==> src/rtl/omega_pkg.sv <==
package omega_pkg;

  // Per-switch control strobes sent from control to datapath.
  typedef struct packed {
    logic loadUp;   // upper output register captures a packet
    logic loadLo;   // lower output register captures a packet
    logic srcUp;    // upper register source: 0 = input A, 1 = input B
    logic srcLo;    // lower register source: 0 = input A, 1 = input B
    logic drainUp;  // upper register hands its packet downstream
    logic drainLo;  // lower register hands its packet downstream
  } swStrobe_t;

  // Perfect shuffle: rotate a lane index of 'bits' bits left by one.
  function automatic int unsigned rotl(int unsigned v, int unsigned bits);
    int unsigned m;
    m = (32'd1 << bits) - 32'd1;
    return ((v << 1) | (v >> (bits - 1))) & m;
  endfunction

  // Inverse shuffle: rotate right by one.
  function automatic int unsigned rotr(int unsigned v, int unsigned bits);
    return (v >> 1) | ((v & 32'd1) << (bits - 1));
  endfunction

endpackage

==> src/rtl/omega_ctrl.sv <==
module omega_ctrl
  import omega_pkg::*;
#(
  parameter int N  = 8,
  parameter int NB = 3
) (
  input  logic            clk,
  input  logic            rstN,
  input  logic [N-1:0]    inValid,
  input  logic [NB-1:0]   inDest [N],
  input  logic [N-1:0]    regValid [NB],
  input  logic [NB-1:0]   regDest [NB][N],
  input  logic [N-1:0]    outReady,
  output swStrobe_t       strobe [NB][N/2],
  output logic [N-1:0]    inReady
);

  localparam int NSW = N / 2;

  logic [NSW-1:0] rrPick [NB];
  logic [NSW-1:0] rrFlip [NB];

  // Walk the stages from the sinks back to the sources so each stage
  // sees the drain decisions of the stage after it.
  always_comb begin
    logic [N-1:0]  popNext;
    logic [N-1:0]  popCur;
    logic [N-1:0]  laneReady;
    logic [N-1:0]  laneDrain;
    logic [N-1:0]  srcValid;
    logic [NB-1:0] srcDest [N];
    int            la;
    int            lb;
    int            sIdx;
    logic          va, vb, ba, bb, clash, gA, gB, pa, pb;

    popNext = '0;
    popCur  = '0;
    inReady = '0;
    for (int s = NB - 1; s >= 0; s--) begin
      sIdx = (s == 0) ? 0 : s - 1;
      for (int l = 0; l < N; l++) begin
        if (s == 0) begin
          srcValid[l] = inValid[l];
          srcDest[l]  = inDest[l];
        end else begin
          srcValid[l] = regValid[sIdx][l];
          srcDest[l]  = regDest[sIdx][l];
        end
        if (s == NB - 1) laneDrain[l] = regValid[s][l] && outReady[l];
        else             laneDrain[l] = popNext[rotl(l, NB)];
        laneReady[l] = !regValid[s][l] || laneDrain[l];
      end
      for (int j = 0; j < NSW; j++) begin
        la    = int'(rotr(2 * j, NB));
        lb    = int'(rotr(2 * j + 1, NB));
        va    = srcValid[la];
        vb    = srcValid[lb];
        ba    = srcDest[la][NB-1-s];
        bb    = srcDest[lb][NB-1-s];
        clash = va && vb && (ba == bb);
        gA    = va && (!clash || !rrPick[s][j]);
        gB    = vb && (!clash ||  rrPick[s][j]);
        pa    = gA && laneReady[2 * j + int'(ba)];
        pb    = gB && laneReady[2 * j + int'(bb)];
        popCur[2 * j]     = pa;
        popCur[2 * j + 1] = pb;
        strobe[s][j].loadUp  = (pa && !ba) || (pb && !bb);
        strobe[s][j].srcUp   = pb && !bb;
        strobe[s][j].loadLo  = (pa && ba) || (pb && bb);
        strobe[s][j].srcLo   = pb && bb;
        strobe[s][j].drainUp = laneDrain[2 * j];
        strobe[s][j].drainLo = laneDrain[2 * j + 1];
        rrFlip[s][j] = clash && (rrPick[s][j] ? pb : pa);
        if (s == 0) begin
          inReady[la] = pa;
          inReady[lb] = pb;
        end
      end
      popNext = popCur;
    end
  end

  always_ff @(posedge clk or negedge rstN) begin
    if (!rstN) begin
      for (int s = 0; s < NB; s++) rrPick[s] <= '0;
    end else begin
      for (int s = 0; s < NB; s++) rrPick[s] <= rrPick[s] ^ rrFlip[s];
    end
  end

endmodule

==> src/rtl/omega_dp.sv <==
module omega_dp
  import omega_pkg::*;
#(
  parameter int N  = 8,
  parameter int W  = 16,
  parameter int NB = 3
) (
  input  logic          clk,
  input  logic          rstN,
  input  logic [NB-1:0] inDest [N],
  input  logic [W-1:0]  inData [N],
  input  swStrobe_t     strobe [NB][N/2],
  output logic [N-1:0]  regValid [NB],
  output logic [NB-1:0] regDest [NB][N],
  output logic [W-1:0]  regData [NB][N]
);

  localparam int NSW = N / 2;

  for (genvar s = 0; s < NB; s++) begin : g_stage
    for (genvar j = 0; j < NSW; j++) begin : g_sw
      localparam int LA = int'(rotr(2 * j, NB));
      localparam int LB = int'(rotr(2 * j + 1, NB));

      logic [NB-1:0] dA, dB, dUp, dLo;
      logic [W-1:0]  xA, xB, xUp, xLo;
      logic          vUp, vLo;

      if (s == 0) begin : g_first
        assign dA = inDest[LA];
        assign dB = inDest[LB];
        assign xA = inData[LA];
        assign xB = inData[LB];
      end else begin : g_next
        assign dA = regDest[s-1][LA];
        assign dB = regDest[s-1][LB];
        assign xA = regData[s-1][LA];
        assign xB = regData[s-1][LB];
      end

      always_ff @(posedge clk or negedge rstN) begin
        if (!rstN) begin
          vUp <= 1'b0;
          vLo <= 1'b0;
        end else begin
          if (strobe[s][j].loadUp)       vUp <= 1'b1;
          else if (strobe[s][j].drainUp) vUp <= 1'b0;
          if (strobe[s][j].loadLo)       vLo <= 1'b1;
          else if (strobe[s][j].drainLo) vLo <= 1'b0;
        end
      end

      always_ff @(posedge clk) begin
        if (strobe[s][j].loadUp) begin
          dUp <= strobe[s][j].srcUp ? dB : dA;
          xUp <= strobe[s][j].srcUp ? xB : xA;
        end
        if (strobe[s][j].loadLo) begin
          dLo <= strobe[s][j].srcLo ? dB : dA;
          xLo <= strobe[s][j].srcLo ? xB : xA;
        end
      end

      assign regValid[s][2*j]   = vUp;
      assign regValid[s][2*j+1] = vLo;
      assign regDest[s][2*j]    = dUp;
      assign regDest[s][2*j+1]  = dLo;
      assign regData[s][2*j]    = xUp;
      assign regData[s][2*j+1]  = xLo;
    end
  end

endmodule

==> src/rtl/omega_net.sv <==
module omega_net
  import omega_pkg::*;
#(
  parameter  int N  = 8,
  parameter  int W  = 16,
  localparam int NB = $clog2(N)
) (
  input  logic            clk,
  input  logic            rstN,
  input  logic [N-1:0]    inValid,
  input  logic [N*NB-1:0] inDest,
  input  logic [N*W-1:0]  inData,
  output logic [N-1:0]    inReady,
  output logic [N-1:0]    outValid,
  output logic [N*NB-1:0] outDest,
  output logic [N*W-1:0]  outData,
  input  logic [N-1:0]    outReady
);

  logic [NB-1:0] inDestA [N];
  logic [W-1:0]  inDataA [N];
  logic [N-1:0]  regValid [NB];
  logic [NB-1:0] regDest [NB][N];
  logic [W-1:0]  regData [NB][N];
  swStrobe_t     strobe [NB][N/2];

  for (genvar l = 0; l < N; l++) begin : g_lane
    assign inDestA[l]            = inDest[l*NB +: NB];
    assign inDataA[l]            = inData[l*W +: W];
    assign outDest[l*NB +: NB]   = regDest[NB-1][l];
    assign outData[l*W +: W]     = regData[NB-1][l];
  end
  assign outValid = regValid[NB-1];

  omega_ctrl #(.N(N), .NB(NB)) u_ctrl (
    .clk      (clk),
    .rstN     (rstN),
    .inValid  (inValid),
    .inDest   (inDestA),
    .regValid (regValid),
    .regDest  (regDest),
    .outReady (outReady),
    .strobe   (strobe),
    .inReady  (inReady)
  );

  omega_dp #(.N(N), .W(W), .NB(NB)) u_dp (
    .clk      (clk),
    .rstN     (rstN),
    .inDest   (inDestA),
    .inData   (inDataA),
    .strobe   (strobe),
    .regValid (regValid),
    .regDest  (regDest),
    .regData  (regData)
  );

endmodule

==> config.mk <==
export PLATFORM = sky130hd
export DESIGN_NAME = omega_net
export DESIGN_NICKNAME = d
export VERILOG_FILES = /design/src/rtl/omega_pkg.sv /design/src/rtl/omega_ctrl.sv /design/src/rtl/omega_dp.sv /design/src/rtl/omega_net.sv
export SDC_FILE = /design/constraint.sdc
export NUM_CORES = 1
export LEC_CHECK = 0
export ABC_AREA = 1
export BUFFER_PORTS_ARGS = -buffer_cell sky130_fd_sc_hd__buf_2
export CAP_MARGIN = 20
export CORE_UTILIZATION = 62
export CTS_CLUSTER_SIZE = 14
export DETAILED_ROUTE_END_ITERATION = 12
export PLACE_DENSITY = 0.86
export SYNTH_ARGS = -nofsm -noshare
export SYNTH_HDL_FRONTEND = slang
export SYNTH_HIERARCHICAL = 1
export SYNTH_SLANG_ARGS = --single-unit
export TNS_END_PERCENT = 10
==> constraint.sdc <==
create_clock -name clk -period 7.94 [get_ports clk]
set_clock_uncertainty 0.1 [all_clocks]
set_input_delay 1.191 -clock clk [delete_from_list [all_inputs] [get_ports clk]]
set_output_delay 1.191 -clock clk [all_outputs]
set_load 0.05 [all_outputs]
# Word-level counts from Yosys, hierarchy flattened
# Index checks and enable logic that the tools add are counted.
# word_totals
regBits	492
latchBits	0
ramBits	0
mem_bits_ro	0
input_bits	170
out_inout_bits	168
memories	0
# classes
addsub	18
multipliers	0
div	0
order_cmp	24
n_eq_ne	12
shifts	0
muxes	174
n_bitwise	3
reduce_logical	308
# op_table
op	n
$lt 32x5->1 const B	18
$mux 16	24
$logic_and 1x1->1	140
$mux 1	108
$logic_not 1->1	72
$logic_or 1x1->1	72
$mux 3	24
$bmux 1 s3	18
$add 3x1->4 const A	12
$reduce_bool 2->1	24
$lt 1x4->1 const B	6
$add 2x1->3 const A	6
$eq 1x1->1	12
$xor 4x4->4	3

# Logic depth before layout (Yosys ltp)
# depth
ltp_word	19
ltp_mapped	16

# Cells and area by module
# The synthesis kept the hierarchy.
# by_module_without_submodules
module	n_inst	cells_each	area_each_um2
omega_dp	1	2064	20950.1
omega_ctrl	1	369	1945.6

# Least setup slack after synthesis
# OpenSTA, ideal clock, no wires.
# synth_timing
path_kind	input-to-reg
from	input outReady[0]
to	register u_dp.g_stage[0].g_sw[3].dUp[0] (enable)
setup_time_ps	424
arrival_ps	3377
required_ps	7416
path_slack_ps	4040
stages	10
n_path_buf	0
path_cell_list	inv_1 -> nand3_1 -> nand2_1 -> nor2_1 -> nand2_1 -> nand3_1 -> nand3_1 -> nand3_1 -> nand3_1 -> o21ai_0
# synth_rtl
item	line_no	text
from (decl)	omega_net.sv:17	input logic [N-1:0] outReady
to (signal assigned)	omega_dp.sv:55	dUp <= strobe[s][j].srcUp ? dB : dA;
to (decl)	omega_dp.sv:25	logic [NB-1:0] dA, dB, dUp, dLo;

# Final worst setup path
# layout_timing
from	input outReady[3]
to	output inReady[0]
# layout_via
elab_chain_len	15
word_cells_on_any_way	44
classes_between	mux (25); reduce/logical (19)
# layout_lines
item	line_no	text
$logic_and 1x1->1 (*)	omega_ctrl.sv:50	if (s == NB - 1) laneDrain[l] = regValid[s][l] && outReady[l];
$logic_or 1x1->1 (*)	omega_ctrl.sv:52	laneReady[l] = !regValid[s][l] || laneDrain[l];
$bmux 1 s3 (on tied branches)	omega_ctrl.sv:64, omega_ctrl.sv:65	
$mux 1 (on tied branches) (2 in a row)	omega_ctrl.sv:64, omega_ctrl.sv:65	
$logic_and 1x1->1 (on tied branches)	omega_ctrl.sv:64, omega_ctrl.sv:65	
$logic_or 1x1->1	omega_ctrl.sv:52	
$bmux 1 s3	omega_ctrl.sv:64	pa = gA && laneReady[2 * j + int'(ba)];
$mux 1 (implied by the code) (2 in a row)	omega_ctrl.sv:64	
$logic_and 1x1->1	omega_ctrl.sv:64	
$logic_or 1x1->1	omega_ctrl.sv:52	
$mux 1 (implied by the code) (*) (2 in a row)	omega_ctrl.sv:64	
$logic_and 1x1->1 (*)	omega_ctrl.sv:64	
to (decl)	omega_net.sv:13	output logic [N-1:0] inReady,
# Mark *: on every way between the ends. The rest lies on a longest branch, timed or not. The select of a mux whose other input is x is not followed.

==> metrics.yaml <==
run_status:
  status: "finished with violations"
  violations: "DRC"
clock_tree:
  post_cts_buffers: 0
  clockBufferDepth: 3
  cts_tree: "built"
  root_buffer: "clkbuf_16"
  cts_hold_buf: 0
  clk_latency_ps: 590
  cts.sinks: 492
  cts_max_level: 2
  cts_buffers: 50
  cts.reportedPaths.clkPinSlew_ps: 60
  ctsResizeCount: 0
logic_synthesis:
  ys_top_cells_by_count: "nand2_1, edfxtp_1, inv_1"
  synth_cell_types: 27
  synth_largest_area_cell: "edfxtp_1"
  synth.top_cell.area_share_pct: 59.81
  yosysSeqAreaShare_pct: 63.74
  ys_warn_count: 6
  synth_seq_cells: 492
  synth_compound_area_share_pct: 1.241
  synth_adder_area_share_pct: 0
  synthesis.nets: 2603
  async_reset_ff_share_pct: 7.317
  synth_mux_area_share_pct: 0
  syn_area_per_cell_sq_um: 9.410
  synth_flop_cell: "edfxtp_1"
  syn_inst: 2433
  synth.area.top_cells: "edfxtp_1, nand2_1, dfrtp_1, buf_6, inv_1"
  synth_xor_xnor_area_share_pct: 0.3060
  syn_area_sq_mm: 0.02290
  yosysMostFrequentCell: "nand2_1"
  synth_top_family_by_area: "simple AND/OR/NAND/NOR gates"
  synthSimpleGateAreaFrac_pct: 27.21
  synth_edf_count: 456
timing:
  rsz0062_at_grt: "false"
  max_slew_margin_pct: 25.50
  hold_viol_final: 0
  fin_crit_sh_pct: 53.22
  drv_slew: 0
  setup_viol_count_final: 0
  period_needed_ps: 4226
  max_freq_ghz: 0.2367
  tightest_slew_ps: 1117
  setup_tns_ps: 0
drt:
  wire_per_inst_um: 20.62
  drtIter0Drc: 2564
  drc: 1
  vias: 18304
  vias_per_cell: 5.613
  drtPass1Iterations: 12
  wirelength_mm: 67.25
  drtAntennaViolNets: 0
power_and_ir_drop:
  p_leak_nw: 12.61
  clock_power_share_pct: 18.2
  power_mw: 13.75
  p_switching_mw: 6.281
  p_seq_share_pct: 40.5
  power_frac_comb_pct: 41.3
  ir_worst_vdd_v: 0.0003092
  p_int_mw: 7.469
  p_sw_share_pct: 45.68
  p_per_area_mw_per_mm2: 525.5
worst_setup_path:
  r2r_end: "u_dp/g_stage[0].g_sw[0].xLo[4]"
  cp_top_family: "simple AND/OR/NAND/NOR gates"
  slowest_stage: "buf_2"
  cp.arrival_ps: 2930
  r2r_cells: 15
  critPathKind: "input pin to output pin"
  cp_max_fo: 6
  worst-path-buf-inv: 3
  worst_ep_required_time_ps: 6650
  r2r_slack_ps: 4440
  end_kind: "output pin"
  worstReg2RegStart: "u_dp/g_stage[1].g_sw[0].dLo[0]"
  start_kind: "input pin"
  cpPeakStageDelay_ps: 320
  path_depth: 12
  worstPathCellList: "buf_2, inv_1, nand2_1, nor2_1, nor2_1, nand2_1, nand3_1, nand3_1, nand3_1, nand2_1, nor2_4, buf_2"
global_route:
  grt_antenna_before_repair: 1
  grt_max_degree: 37
  grt_pass1_wl_mm: 98.80
  grt_pass1_vias: 16773
  track_usage_pct: 35.46
  grt_overflow: 0
die:
  initial_core_util_pct: 62.84
  die_area_sq_mm: 0.03770
  die_y_um: 194.2
  die_x_um: 194.2
  core_sq_mm: 0.03643
  pin_count: 338
  placementRows: 70
cells_and_area:
  drive_above_1_share_pct: 18.30
  final_nets: 2923
  antenna_cells: 0
  areaGrowthSynthToFinish_pct: 14.27
place:
  hpwl_mm: 49.77
  io_buffers: 337
  gp_congestion: 0.9878
run:
  drv_cap: 0
worst_hold_path:
  hp-start: "u_ctrl/rrPick[9]"
  hold_end: "u_ctrl/rrPick[9]"
  holdPathStages: 2
  hp-class: "register to register"
worst max-delay path by stage:
stage | start | end | slack, ps
2_1_floorplan | outReady[0] | u_dp/g_stage[0].g_sw[3].dUp[0] | 4040
3_3_place_gp | outReady[4] | inReady[2] | 3840
3_5_place_dp | outReady[4] | inReady[2] | 3790
4_1_cts | outReady[4] | inReady[2] | 3790
5_1_grt | outReady[2] | inReady[0] | 3610
6_report | outReady[3] | inReady[0] | 3710
kinds of logic after synthesis:
| logic type | Yosys count |
|---|---|
| AND/OR/NAND/NOR | 1609 |
| flip-flops | 492 |
| buffers and inverters | 275 |
| AO/OA/AOI/OAI | 49 |
| XOR/XNOR | 8 |
final cells by class:
| cell class | count | area [sq um] |
|---|---|---|
| timing repair buffer | 364 | 1927 |
| clock buffer | 69 | 1436 |
| sequential | 492 | 14590 |
| multi-input combinational | 1666 | 6634 |
| clock inverter | 23 | 315.3 |
| inverter | 179 | 671.9 |
| tap | 468 | 585.6 |
| fill | 2657 | 10270 |
stage by stage:
| stage | instance area (sq um) | worst slack, ps | cells | util, % | hold slack (ps) |
|---|---|---|---|---|---|
| final | 26160 | 3714 | 3261 | 71.81 | 401.6 |
| after global routing | 26160 | 3611 | 3261 | 71.81 | 440.9 |
| after CTS | 26090 | 3788 | 3256 | 71.60 | 410.7 |
| after detailed placement | 24340 | 3794 | 3164 | 66.80 | 397.1 |
| after global placement | 24320 | 3844 | 3162 | 66.75 | 376.6 |
| after floorplan | 22900 | 4040 | 2433 | - | 342.1 |
power groups by stage:
stage | combinational [mW] | sequential, mW | clock (mW)
finish | 5.67 | 5.57 | 2.50
global route | 6.06 | 5.65 | 2.60
CTS | 5.52 | 5.56 | 2.51
detailed placement | 5.48 | 5.59 | 0
global placement | 5.34 | 5.55 | 0
floorplan | 2.92 | 6.66 | 0
layer usage:
layer	vias to the layer above	wire length, um	track usage (%)
li1	8343	-	-
met1	8546	25430	48.70
met2	1247	31310	56.66
met3	166	7826	5.914
met4	2	2674	14.61
met5	-	11	0
worst register-to-register path: stages (launching register included):
cell and delay (ps):
edfxtp_1 510, inv_1 160, nand3_1 110, nand2_1 50, nor2_1 120, nand2_1 230, nand3_1 150, nand3_1 260
nand3_1 160, nand3_1 110, inv_2 80, nand2_1 60, inv_1 560, inv_2 360, nand2_1 150, nand2_1 70
flip-flops by register name (all words and copies together), names as in the netlist:
signal / cells
u_ctrl/rrPick: 12
u_dp/g_stage.g_sw.dLo: 36
u_dp/g_stage.g_sw.dUp: 36
u_dp/g_stage.g_sw.vLo: 12
u_dp/g_stage.g_sw.vUp: 12
u_dp/g_stage.g_sw.xLo: 192
u_dp/g_stage.g_sw.xUp: 192
placed cells by master, fill, tap and decap left out, types with 2 or more instances in the layout:
cell and n:
inv_2 37, o21ai_1 12, nor2_2 3, a21oi_2 2, xor2_1 4, clkinv_2 8, nand2_1 1487, buf_8 5
a21oi_1 7, a31oi_1 4, clkinv_1 5, nand4_1 13, clkbuf_1 11, o22ai_2 8, nand3_2 4, inv_1 142
dfrtp_1 36, clkbuf_8 5, bufinv_16 8, o21ai_0 10, buf_2 337, nor2_1 31, nand2_2 14, buf_4 22
edfxtp_1 456, xnor2_1 4, nand3_1 53, clkbuf_16 53, o21a_1 5, nor2_4 3
No activity file was read; power rests on OpenSTA's default activity.
